## config.mk

```make
export PLATFORM = sky130hd
export DESIGN_NAME = adc_conv_sequencer
export DESIGN_NICKNAME = d
export VERILOG_FILES = /design/src/rtl/adc_seq_pkg.sv /design/src/rtl/adc_trig_sync.sv /design/src/rtl/adc_seq_fsm.sv /design/src/rtl/adc_conv_sequencer.sv
export SDC_FILE = /design/constraint.sdc
export NUM_CORES = 1
export LEC_CHECK = 0
export ABC_AREA = 0
export BUFFER_PORTS_ARGS = -buffer_cell sky130_fd_sc_hd__buf_4
export CAP_MARGIN = 15
export CORE_MARGIN = 2
export CORE_UTILIZATION = 45
export CTS_CLUSTER_DIAMETER = 150
export DETAILED_ROUTE_END_ITERATION = 7
export GPL_TIMING_DRIVEN = 0
export PLACE_DENSITY = 0.72
export SLEW_MARGIN = 30
export SYNTH_ARGS = -nofsm -noshare
export SYNTH_HDL_FRONTEND = slang
export SYNTH_SLANG_ARGS = --single-unit
```

## constraint.sdc

```tcl
create_clock -name clk -period 5.17 [get_ports clk]
set_clock_uncertainty 0.2 [all_clocks]
set_input_delay 0.517 -clock clk [delete_from_list [all_inputs] [get_ports clk]]
set_output_delay 0.517 -clock clk [all_outputs]
set_load 0.02 [all_outputs]
```

## src/rtl/adc_seq_pkg.sv

```systemverilog
package adc_seq_pkg;

  typedef enum logic [2:0] {
    ST_IDLE,
    ST_STAB,
    ST_READY,
    ST_SETUP,
    ST_CONV,
    ST_WAIT
  } seq_state_e;

  // setup phase grows with the code until a cap is reached
  function automatic int setup_len(input int code, input int unit, input int cap);
    int v;
    v = unit * (code + 1);
    return (v > cap) ? cap : v;
  endfunction

  function automatic int conv_len(input int code, input int unit);
    return unit * (code + 1);
  endfunction

  // wait phase is one clock longer than the conversion phase
  function automatic int wait_len(input int code, input int unit);
    return unit * (code + 1) + 1;
  endfunction

endpackage

```

## src/rtl/adc_trig_sync.sv

```systemverilog
module adc_trig_sync #(
  parameter int LAT = 3
) (
  input  logic clk,
  input  logic rst,
  input  logic en,
  input  logic hw_mode,
  input  logic src_sel,
  input  logic sw_trig,
  input  logic ext_trig,
  input  logic tmr_trig,
  output logic trg_hit
);

  logic raw;
  logic [LAT-1:0] stg;

  always_comb raw = hw_mode ? (src_sel ? tmr_trig : ext_trig) : sw_trig;

  generate
    if (LAT == 1) begin : g_single
      always_ff @(posedge clk) begin
        if (rst || !en) stg <= '0;
        else            stg <= raw;
      end
    end else begin : g_chain
      always_ff @(posedge clk) begin
        if (rst || !en) stg <= '0;
        else            stg <= {stg[LAT-2:0], raw};
      end
    end
  endgenerate

  assign trg_hit = stg[LAT-1];


  flush_on_disable_chk: assert property (@(posedge clk) disable iff (rst)
    !en |=> !trg_hit);

endmodule

```

## src/rtl/adc_seq_fsm.sv

```systemverilog
module adc_seq_fsm
  import adc_seq_pkg::*;
#(
  parameter int CODE_W      = 3,
  parameter int STAB_CYCLES = 64,
  parameter int SETUP_UNIT  = 13,
  parameter int SETUP_CAP   = 50,
  parameter int CONV_UNIT   = 26,
  parameter int CNT_W       = 8
) (
  input  logic              clk,
  input  logic              rst,
  input  logic              en,
  input  logic              cfg_wr,
  input  logic              trg_hit,
  input  logic [CODE_W-1:0] speed,
  output logic              ph_stab,
  output logic              ph_setup,
  output logic              ph_conv,
  output logic              ph_wait,
  output logic              conv_en,
  output logic              eoc
);

  localparam logic [CNT_W-1:0] STAB_LAST = CNT_W'(STAB_CYCLES - 1);

  seq_state_e        st, st_n;
  logic [CNT_W-1:0]  cnt, cnt_n;
  logic [CODE_W-1:0] code_q, code_n;
  logic              pend, pend_n;
  logic              eoc_n;
  logic              restart;

  assign restart = cfg_wr || trg_hit;

  always_comb begin
    st_n   = st;
    cnt_n  = cnt;
    code_n = code_q;
    pend_n = pend;
    eoc_n  = 1'b0;
    if (!en) begin
      st_n   = ST_IDLE;
      cnt_n  = '0;
      pend_n = 1'b0;
    end else begin
      case (st)
        ST_IDLE: begin
          st_n   = ST_STAB;
          cnt_n  = STAB_LAST;
          pend_n = 1'b0;
        end
        ST_STAB: begin
          if (cnt == '0) begin
            if (restart) begin
              cnt_n  = STAB_LAST;
              pend_n = pend | trg_hit;
            end else if (pend) begin
              st_n   = ST_SETUP;
              cnt_n  = CNT_W'(setup_len(int'(speed), SETUP_UNIT, SETUP_CAP) - 1);
              code_n = speed;
              pend_n = 1'b0;
            end else begin
              st_n = ST_READY;
            end
          end else begin
            cnt_n  = cnt - 1'b1;
            pend_n = pend | trg_hit;
          end
        end
        ST_READY: begin
          if (trg_hit) begin
            st_n   = ST_SETUP;
            cnt_n  = CNT_W'(setup_len(int'(speed), SETUP_UNIT, SETUP_CAP) - 1);
            code_n = speed;
          end
        end
        default: begin
          if (restart) begin
            st_n   = ST_SETUP;
            cnt_n  = CNT_W'(setup_len(int'(speed), SETUP_UNIT, SETUP_CAP) - 1);
            code_n = speed;
          end else if (cnt != '0) begin
            cnt_n = cnt - 1'b1;
          end else begin
            case (st)
              ST_SETUP: begin
                st_n  = ST_CONV;
                cnt_n = CNT_W'(conv_len(int'(code_q), CONV_UNIT) - 1);
              end
              ST_CONV: begin
                st_n  = ST_WAIT;
                cnt_n = CNT_W'(wait_len(int'(code_q), CONV_UNIT) - 1);
              end
              default: begin
                st_n  = ST_READY;
                eoc_n = 1'b1;
              end
            endcase
          end
        end
      endcase
    end
  end

  always_ff @(posedge clk) begin
    if (rst) begin
      st       <= ST_IDLE;
      cnt      <= '0;
      code_q   <= '0;
      pend     <= 1'b0;
      ph_stab  <= 1'b0;
      ph_setup <= 1'b0;
      ph_conv  <= 1'b0;
      ph_wait  <= 1'b0;
      conv_en  <= 1'b0;
      eoc      <= 1'b0;
    end else begin
      st       <= st_n;
      cnt      <= cnt_n;
      code_q   <= code_n;
      pend     <= pend_n;
      ph_stab  <= (st_n == ST_STAB);
      ph_setup <= (st_n == ST_SETUP);
      ph_conv  <= (st_n == ST_CONV);
      ph_wait  <= (st_n == ST_WAIT);
      conv_en  <= (st_n == ST_CONV);
      eoc      <= eoc_n;
    end
  end


  idle_when_off_chk: assert property (@(posedge clk) disable iff (rst)
    !en |=> !(ph_stab || ph_setup || ph_conv || ph_wait || conv_en || eoc));


  stab_after_enable_chk: assert property (@(posedge clk) disable iff (rst)
    $rose(en) |=> ph_stab);


  conv_after_setup_chk: assert property (@(posedge clk) disable iff (rst)
    $rose(ph_conv) |-> $past(ph_setup));


  single_phase_chk: assert property (@(posedge clk) disable iff (rst)
    $onehot0({ph_stab, ph_setup, ph_conv, ph_wait}));


  eoc_after_wait_chk: assert property (@(posedge clk) disable iff (rst)
    eoc |-> $past(ph_wait));


  eoc_single_chk: assert property (@(posedge clk) disable iff (rst)
    eoc |=> !eoc);

endmodule

```

## src/rtl/adc_conv_sequencer.sv

```systemverilog
module adc_conv_sequencer #(
  parameter int CODE_W      = 3,
  parameter int STAB_CYCLES = 64,
  parameter int TRIG_LAT    = 3,
  parameter int SETUP_UNIT  = 13,
  parameter int SETUP_CAP   = 50,
  parameter int CONV_UNIT   = 26
) (
  input  logic              clk,
  input  logic              rst,
  input  logic              en,
  input  logic              hw_mode,
  input  logic              src_sel,
  input  logic              sw_trig,
  input  logic              ext_trig,
  input  logic              tmr_trig,
  input  logic              cfg_wr,
  input  logic [CODE_W-1:0] speed,
  output logic              ph_stab,
  output logic              ph_setup,
  output logic              ph_conv,
  output logic              ph_wait,
  output logic              conv_en,
  output logic              eoc
);

  localparam int MAX_PHASE = CONV_UNIT * (2 ** CODE_W) + 1;
  localparam int MAX_A     = (MAX_PHASE > SETUP_CAP) ? MAX_PHASE : SETUP_CAP;
  localparam int MAX_LEN   = (MAX_A > STAB_CYCLES) ? MAX_A : STAB_CYCLES;
  localparam int CNT_W     = $clog2(MAX_LEN + 1);

  logic trg_hit;

  adc_trig_sync #(
    .LAT(TRIG_LAT)
  ) u_trig (
    .clk      (clk),
    .rst      (rst),
    .en       (en),
    .hw_mode  (hw_mode),
    .src_sel  (src_sel),
    .sw_trig  (sw_trig),
    .ext_trig (ext_trig),
    .tmr_trig (tmr_trig),
    .trg_hit  (trg_hit)
  );

  adc_seq_fsm #(
    .CODE_W      (CODE_W),
    .STAB_CYCLES (STAB_CYCLES),
    .SETUP_UNIT  (SETUP_UNIT),
    .SETUP_CAP   (SETUP_CAP),
    .CONV_UNIT   (CONV_UNIT),
    .CNT_W       (CNT_W)
  ) u_fsm (
    .clk      (clk),
    .rst      (rst),
    .en       (en),
    .cfg_wr   (cfg_wr),
    .trg_hit  (trg_hit),
    .speed    (speed),
    .ph_stab  (ph_stab),
    .ph_setup (ph_setup),
    .ph_conv  (ph_conv),
    .ph_wait  (ph_wait),
    .conv_en  (conv_en),
    .eoc      (eoc)
  );

endmodule

```

# Yosys cells after proc, flatten, opt, wreduce, memory -nomap -nowiden
# Index checks and enable logic that the tools add are counted.
[classes]
n_addsub = 7
multipliers = 2
n_lt_le_gt_ge = 1
n_eq_ne = 13
mux = 30
n_bitwise = 3
n_reduce_logical = 14
[ops]
columns = ["op", "count"]
rows = [
  ["2-to-1 mux 8 bit", 7],
  ["2-to-1 mux 3 bit", 11],
  ["greater-than comparator 32 x 7 -> 1 bit, second input constant", 1],
  ["multiplier 5 x 32 -> 7 bit, first input constant", 1],
  ["case mux 8 bit (3 select lines)", 1],
  ["subtractor 8 x 2 -> 8 bit, second input constant", 3],
  ["case mux 3 bit (3 select lines)", 2],
  ["case mux 8 bit (2 select lines)", 1],
  ["== test 3 x 2 -> 1 bit, second input constant", 3],
  ["== test 3 bit, second input constant", 3],
  ["adder 3 x 1 -> 4 bit, second input constant", 2],
  ["adder 8 x 2 -> 8 bit, second input constant", 1],
  ["zero test 8 bit", 1],
  ["multiplier 4 x 4 -> 8 bit, first input constant", 1],
  ["nonzero test 8 bit", 1],
  ["subtractor 8 x 1 -> 8 bit, second input constant", 1],
  ["AND reduction 7 bit", 1],
  ["nonzero test 7 bit", 1],
  ["OR reduction 7 bit", 1],
  ["== test 3 x 1 -> 1 bit, second input constant", 2],
  ["2-to-1 mux 1 bit", 6],
  ["case mux 3 bit (2 select lines)", 1],
  ["inequality test 2 x 1 -> 1 bit, second input constant", 2],
  ["inequality test 2 bit, second input constant", 2],
  ["other kinds (11)", 14],
]
[word_totals]
reg_bits = 23
in_bits = 12
out_inout_bits = 6
elab_cells = 80

# Logic depth before layout (Yosys ltp)
[depth]
ltp_word = 9
mapped_depth = 21

# By module
# A second synthesis with hierarchy kept.
[hier_totals]
hier_cells = 289
area_unflattened_um2 = 2270.9
[modules_own_cells]
columns = ["mod", "n_inst", "cells_per_inst", "area_each_um2", "seq_area_each_um2"]
rows = [
  ["adc_seq_fsm", 1, 280, 2163.3, 400.4],
  ["adc_trig_sync", 1, 9, 107.6, 60.1],
]

# Worst setup path after synthesis
# OpenSTA, ideal clock, no wires.
[synth_timing]
path_kind = "input to register"
from = "input speed[0]"
to = "register u_fsm.cnt[5]"
arrival_time_ns = 4.114
required_time_ns = 4.847
slack_ns = 0.732
path_stages = 19
path_buffers = 1
cell_sequence = "ha_1 xor2_1 ha_1 ha_1 ha_1 or2_2 o31ai_1 nor3_1 nand2_1 and3_1 ha_1 nand2_1 or2_2 clkbuf_1 a21oi_1 o21ai_0 a311o_1 o21ai_0 nand3_1"
[synth_via]
elab_chain_len = 9
elab_cells_between_ends = 11
classes_between = "2 x add/sub; 1 x mul; 1 x order compare; 7 x mux"
[synth_lines]
columns = ["item", "line", "rtl"]
rows = [
  ["start: declaration", "adc_conv_sequencer.sv:18", "input logic [CODE_W-1:0] speed,"],
  ["adder 3 x 1 -> 4 bit (*)", "adc_seq_pkg.sv:15", "v = unit * (code + 1);"],
  ["multiplier 4 x 4 -> 8 bit (*)", "adc_seq_pkg.sv:15", ""],
  ["greater-than comparator 32 x 7 -> 1 bit", "adc_seq_pkg.sv:16", "return (v > cap) ? cap : v;"],
  ["2-to-1 mux 8 bit (*)", "adc_seq_pkg.sv:16", ""],
  ["subtractor 8 x 2 -> 8 bit (*)", "adc_seq_fsm.sv:60, adc_seq_fsm.sv:74, adc_seq_fsm.sv:81", ""],
  ["2-to-1 mux 8 bit", "adc_seq_fsm.sv:58", "end else if (pend) begin"],
  ["2-to-1 mux 8 bit", "adc_seq_fsm.sv:55", "if (restart) begin"],
  ["2-to-1 mux 8 bit", "adc_seq_fsm.sv:54", "if (cnt == '0) begin"],
  ["case mux 8 bit (3 select lines) (*)", "adc_seq_fsm.sv:47", "case (st)"],
  ["end signal: assignment", "adc_seq_fsm.sv:120", "cnt <= cnt_n;"],
  ["end: declaration", "adc_seq_fsm.sv:28", "logic [CNT_W-1:0] cnt, cnt_n;"],
]
# Mark *: on every way between the ends. The rest lies on a longest branch, timed or not. The select of a mux whose other input is x is not followed.
# A chain may end at the register's enable or synchronous reset.

# Worst setup path in the final report
# Ends and elaborated chain as after synthesis.

==> metrics.md <==
| Metric | Value |
|---|---|
| Fraction of synthesized cell area taken by the top area cell type | 18.69% |
| Minimum period implied by the final worst setup slack | 4716 ps |
| Post-CTS Hold Fix Bufs | 0 |
| Grt total ovfl | 0 |
| Status | finished clean |
| Largest area contributor in the synthesized netlist | sky130_fd_sc_hd__dfxtp_1 |
| Fin crit share | 91.21% |
| Die footprint | 6082 µm² |
| Clock root buffer | sky130_fd_sc_hd__clkbuf_8 |
| Post-cts resize count | 0 |
| Initial core utilization | 47.33% |
| Placement-stage worst setup slack | 165.2 ps |
| Endpoint arrival time on the critical path | 4680 ps |
| Worst endpoint required time | 5140 ps |
| Main area contributors after synthesis | sky130_fd_sc_hd__dfxtp_1 (19%), sky130_fd_sc_hd__ha_1 (15%), sky130_fd_sc_hd__nor2_1 (4.6%) |
| Final routed DRC violation total | 0 |
| Proportion of synthesized flip-flops having asynchronous set or reset | 0% |
| HPWL after detailed placement | 4641 µm |
| Level count of the clock H-tree | 1 |
| Via count | 2339 |
| Share of cells above drive strength 1 | 17.17% |
| DRC marker count from the first detailed-route iteration | 242 |
| Nets | 375 |
| Power density cells | 186.0 nW/µm² |
| Final sum of negative setup slack | 0 ps |
| Count of final max-slew check failures | 0 |
| Top FF cell, synth | sky130_fd_sc_hd__dfxtp_1 |
| Classification of the worst-slack hold path | input pin to register |
| Count of inserted antenna diode cells | 0 |
| Kind of end point of the critical path | register |
| Routed vias/inst | 5.818 |
| Global Route Usage Sum | 20.03% |
| Maximum buffer depth of the clock tree | 2 |
| Share of the yosys chip area belonging to registers | 18.69% |
| Routed wire length | 5962 µm |
| Synth-to-layout area growth | 10.26% |
| Largest fanout on the critical path | 8 |
| Number of distinct library cells after synthesis | 66 |
| GP Congestion | 0.9235 |
| Final hold vios | 0 |
| TritonRoute pass-1 iters | 4 |
| Per-cell routed wire length | 14.83 µm |
| Total clock buffers created by CTS | 3 |
| Sink Count | 23 |
| Latest clock arrival within the worst-skew pair | 270 ps |
| Synthesized area per cell | 7.896 µm² |
| Floorplan row count | 26 |
| Number of antenna violations at the first check in global routing | 0 |
| Max_cap viols | 0 |
| Register bit total from synthesis | 23 |
| Crit path setup slack, layout | 454.2 ps |
| Leading post-synthesis cells by instance count | sky130_fd_sc_hd__ha_1 (30), sky130_fd_sc_hd__nor2_1 (30), sky130_fd_sc_hd__nand2_1 (24) |
| Highest achievable clock rate | 212.1 MHz |
| Relative slew margins | 46.56% |
| Y dimension of the die | 77.99 µm |
| Unrepaired setup endpoints after global routing | false |
| Clk pin slew, worst setup/hold paths | 80 ps |
| Pin count of the biggest net entering global routing | 13 |
| Synthesized cell area | 2464 µm² |
| Die boundary width | 77.99 µm |
| Number of nets produced by synthesis | 354 |
| Peak VDD IR | 0.0001059 V |
| Number of global-route vias before repair | 2023 |
| TritonCTS clock tree | done |
| Remaining number of nets flagged by the antenna check after routing | 0 |
| Post-Synthesis Cells | 312 |
| Category of the most critical setup path | input pin to register |
| Finish-stage setup viols | 0 |
| Port-buffer cells | 16 |
| Leakage power figure | 0.001176 µW |
| Ports placed on the boundary | 18 |
| Number of flops mapped to enable cells by yosys | 0 |
| Core region area | 5205 µm² |
| Worst Max-Slew Pin Slew | 799.8 ps |
| First-pass GRT wire length | 9880 µm |
| Synth Warn # | 0 |
| # Post-CTS Setup Buffers | 0 |
| Worst setup SP type | input pin |
## critical path, stage by stage
cell	delay, ps
sky130_fd_sc_hd__buf_4	130
sky130_fd_sc_hd__ha_1	200
sky130_fd_sc_hd__xor2_1	340
sky130_fd_sc_hd__ha_1	320
sky130_fd_sc_hd__ha_1	310
sky130_fd_sc_hd__ha_1	370
sky130_fd_sc_hd__or2_2	300
sky130_fd_sc_hd__o31ai_1	190
sky130_fd_sc_hd__nor3_1	100
sky130_fd_sc_hd__nand2_1	230
sky130_fd_sc_hd__and3_1	230
sky130_fd_sc_hd__ha_1	180
sky130_fd_sc_hd__nand2_1	70
sky130_fd_sc_hd__or2_2	270
sky130_fd_sc_hd__clkbuf_1	160
sky130_fd_sc_hd__a21oi_1	150
sky130_fd_sc_hd__o21ai_0	80
sky130_fd_sc_hd__a311o_1	290
sky130_fd_sc_hd__o21ai_0	160
sky130_fd_sc_hd__nand3_1	90
## cell usage in the layout, fill, tap and decap left out, drive strengths merged, types with 4 or more instances in the layout
| master | count |
|---|---|
| or2 | 6 |
| o21ai | 15 |
| nor2 | 30 |
| nor3b | 6 |
| ha | 30 |
| clkbuf | 10 |
| mux2i | 4 |
| nor3 | 17 |
| xor2 | 7 |
| and2 | 4 |
| and3 | 4 |
| xnor2 | 10 |
| a21oi | 22 |
| nor4 | 6 |
| buf | 26 |
| nand3 | 10 |
| inv | 16 |
| dfxtp | 23 |
| nand2 | 26 |
| a31oi | 6 |
| nor2b | 5 |
| nand2b | 5 |
## flip-flops by register name, summed over array words and instances, names as in the netlist
signal	flops
u_fsm.code_q	3
u_fsm.ph_stab	1
u_fsm.pend	1
u_fsm.eoc	1
u_fsm.ph_conv	1
u_fsm.st	3
u_fsm.ph_wait	1
u_trig.stg	3
u_fsm.ph_setup	1
u_fsm.cnt	8
## per-stage QoR
stage | total power (µW) | instance area [µm²] | hold slack, ps | utilization [%] | std cells
after global placement | 384.7 | 2671 | 212.3 | 51.32 | 398
after floorplan | 339.4 | 2464 | 205.7 | - | 312
after CTS | 505.3 | 2716 | 218.0 | 52.19 | 402
after detailed placement | 387.2 | 2671 | 217.5 | 51.32 | 398
after global routing | 539.8 | 2716 | 228.6 | 52.19 | 402
final | 505.2 | 2716 | 219.8 | 52.19 | 402
## area by class of cell
cell class              count  area (µm²)
inverters                  16       60.06
well taps                  70       87.58
multi-input cells         257        1815
flip-flops and latches     23       460.4
plain buffers              16       127.6
fillers                   529        2489
clock buffers               4       45.04
repair buffers             16       120.1
## cell families after synthesis
family,count (synthesis),share of synthesized area [%]
xor gates and xnor gates,17,6.044
DFF,23,18.69
buffers and inverters,32,7.618
muxes,5,2.082
and+or+nand+nor,131,29.76
AOI/OAI and AO/OA,74,20.57
adders and majority gates,30,15.24
## worst paths after layout
kind,startpoint,endpoint,slack [ps],cells after the start
max,speed[0],u_fsm.cnt[5],450,20
min,hw_mode,u_trig.stg[0],220,2
max reg2reg,u_fsm.code_q[0],u_fsm.cnt[7],1560,13
min reg2reg,u_trig.stg[0],u_trig.stg[1],230,1
## power breakdown
part / leakage [µW] / internal, µW / switching (µW)
Combinational: 0.000966 / 80.5 / 115
Sequential: 0.000188 / 183 / 8.54
Clock: 0.0000228 / 55.3 / 62.7
## per-layer routing
layer  share of wire (%)  global-route usage, %
met5                   0                      0
met4                0.77                  3.860
met3                 6.4                  2.442
met2                  47                  32.24
met1                  46                  28.84
(Power assumes the default switching activity.)
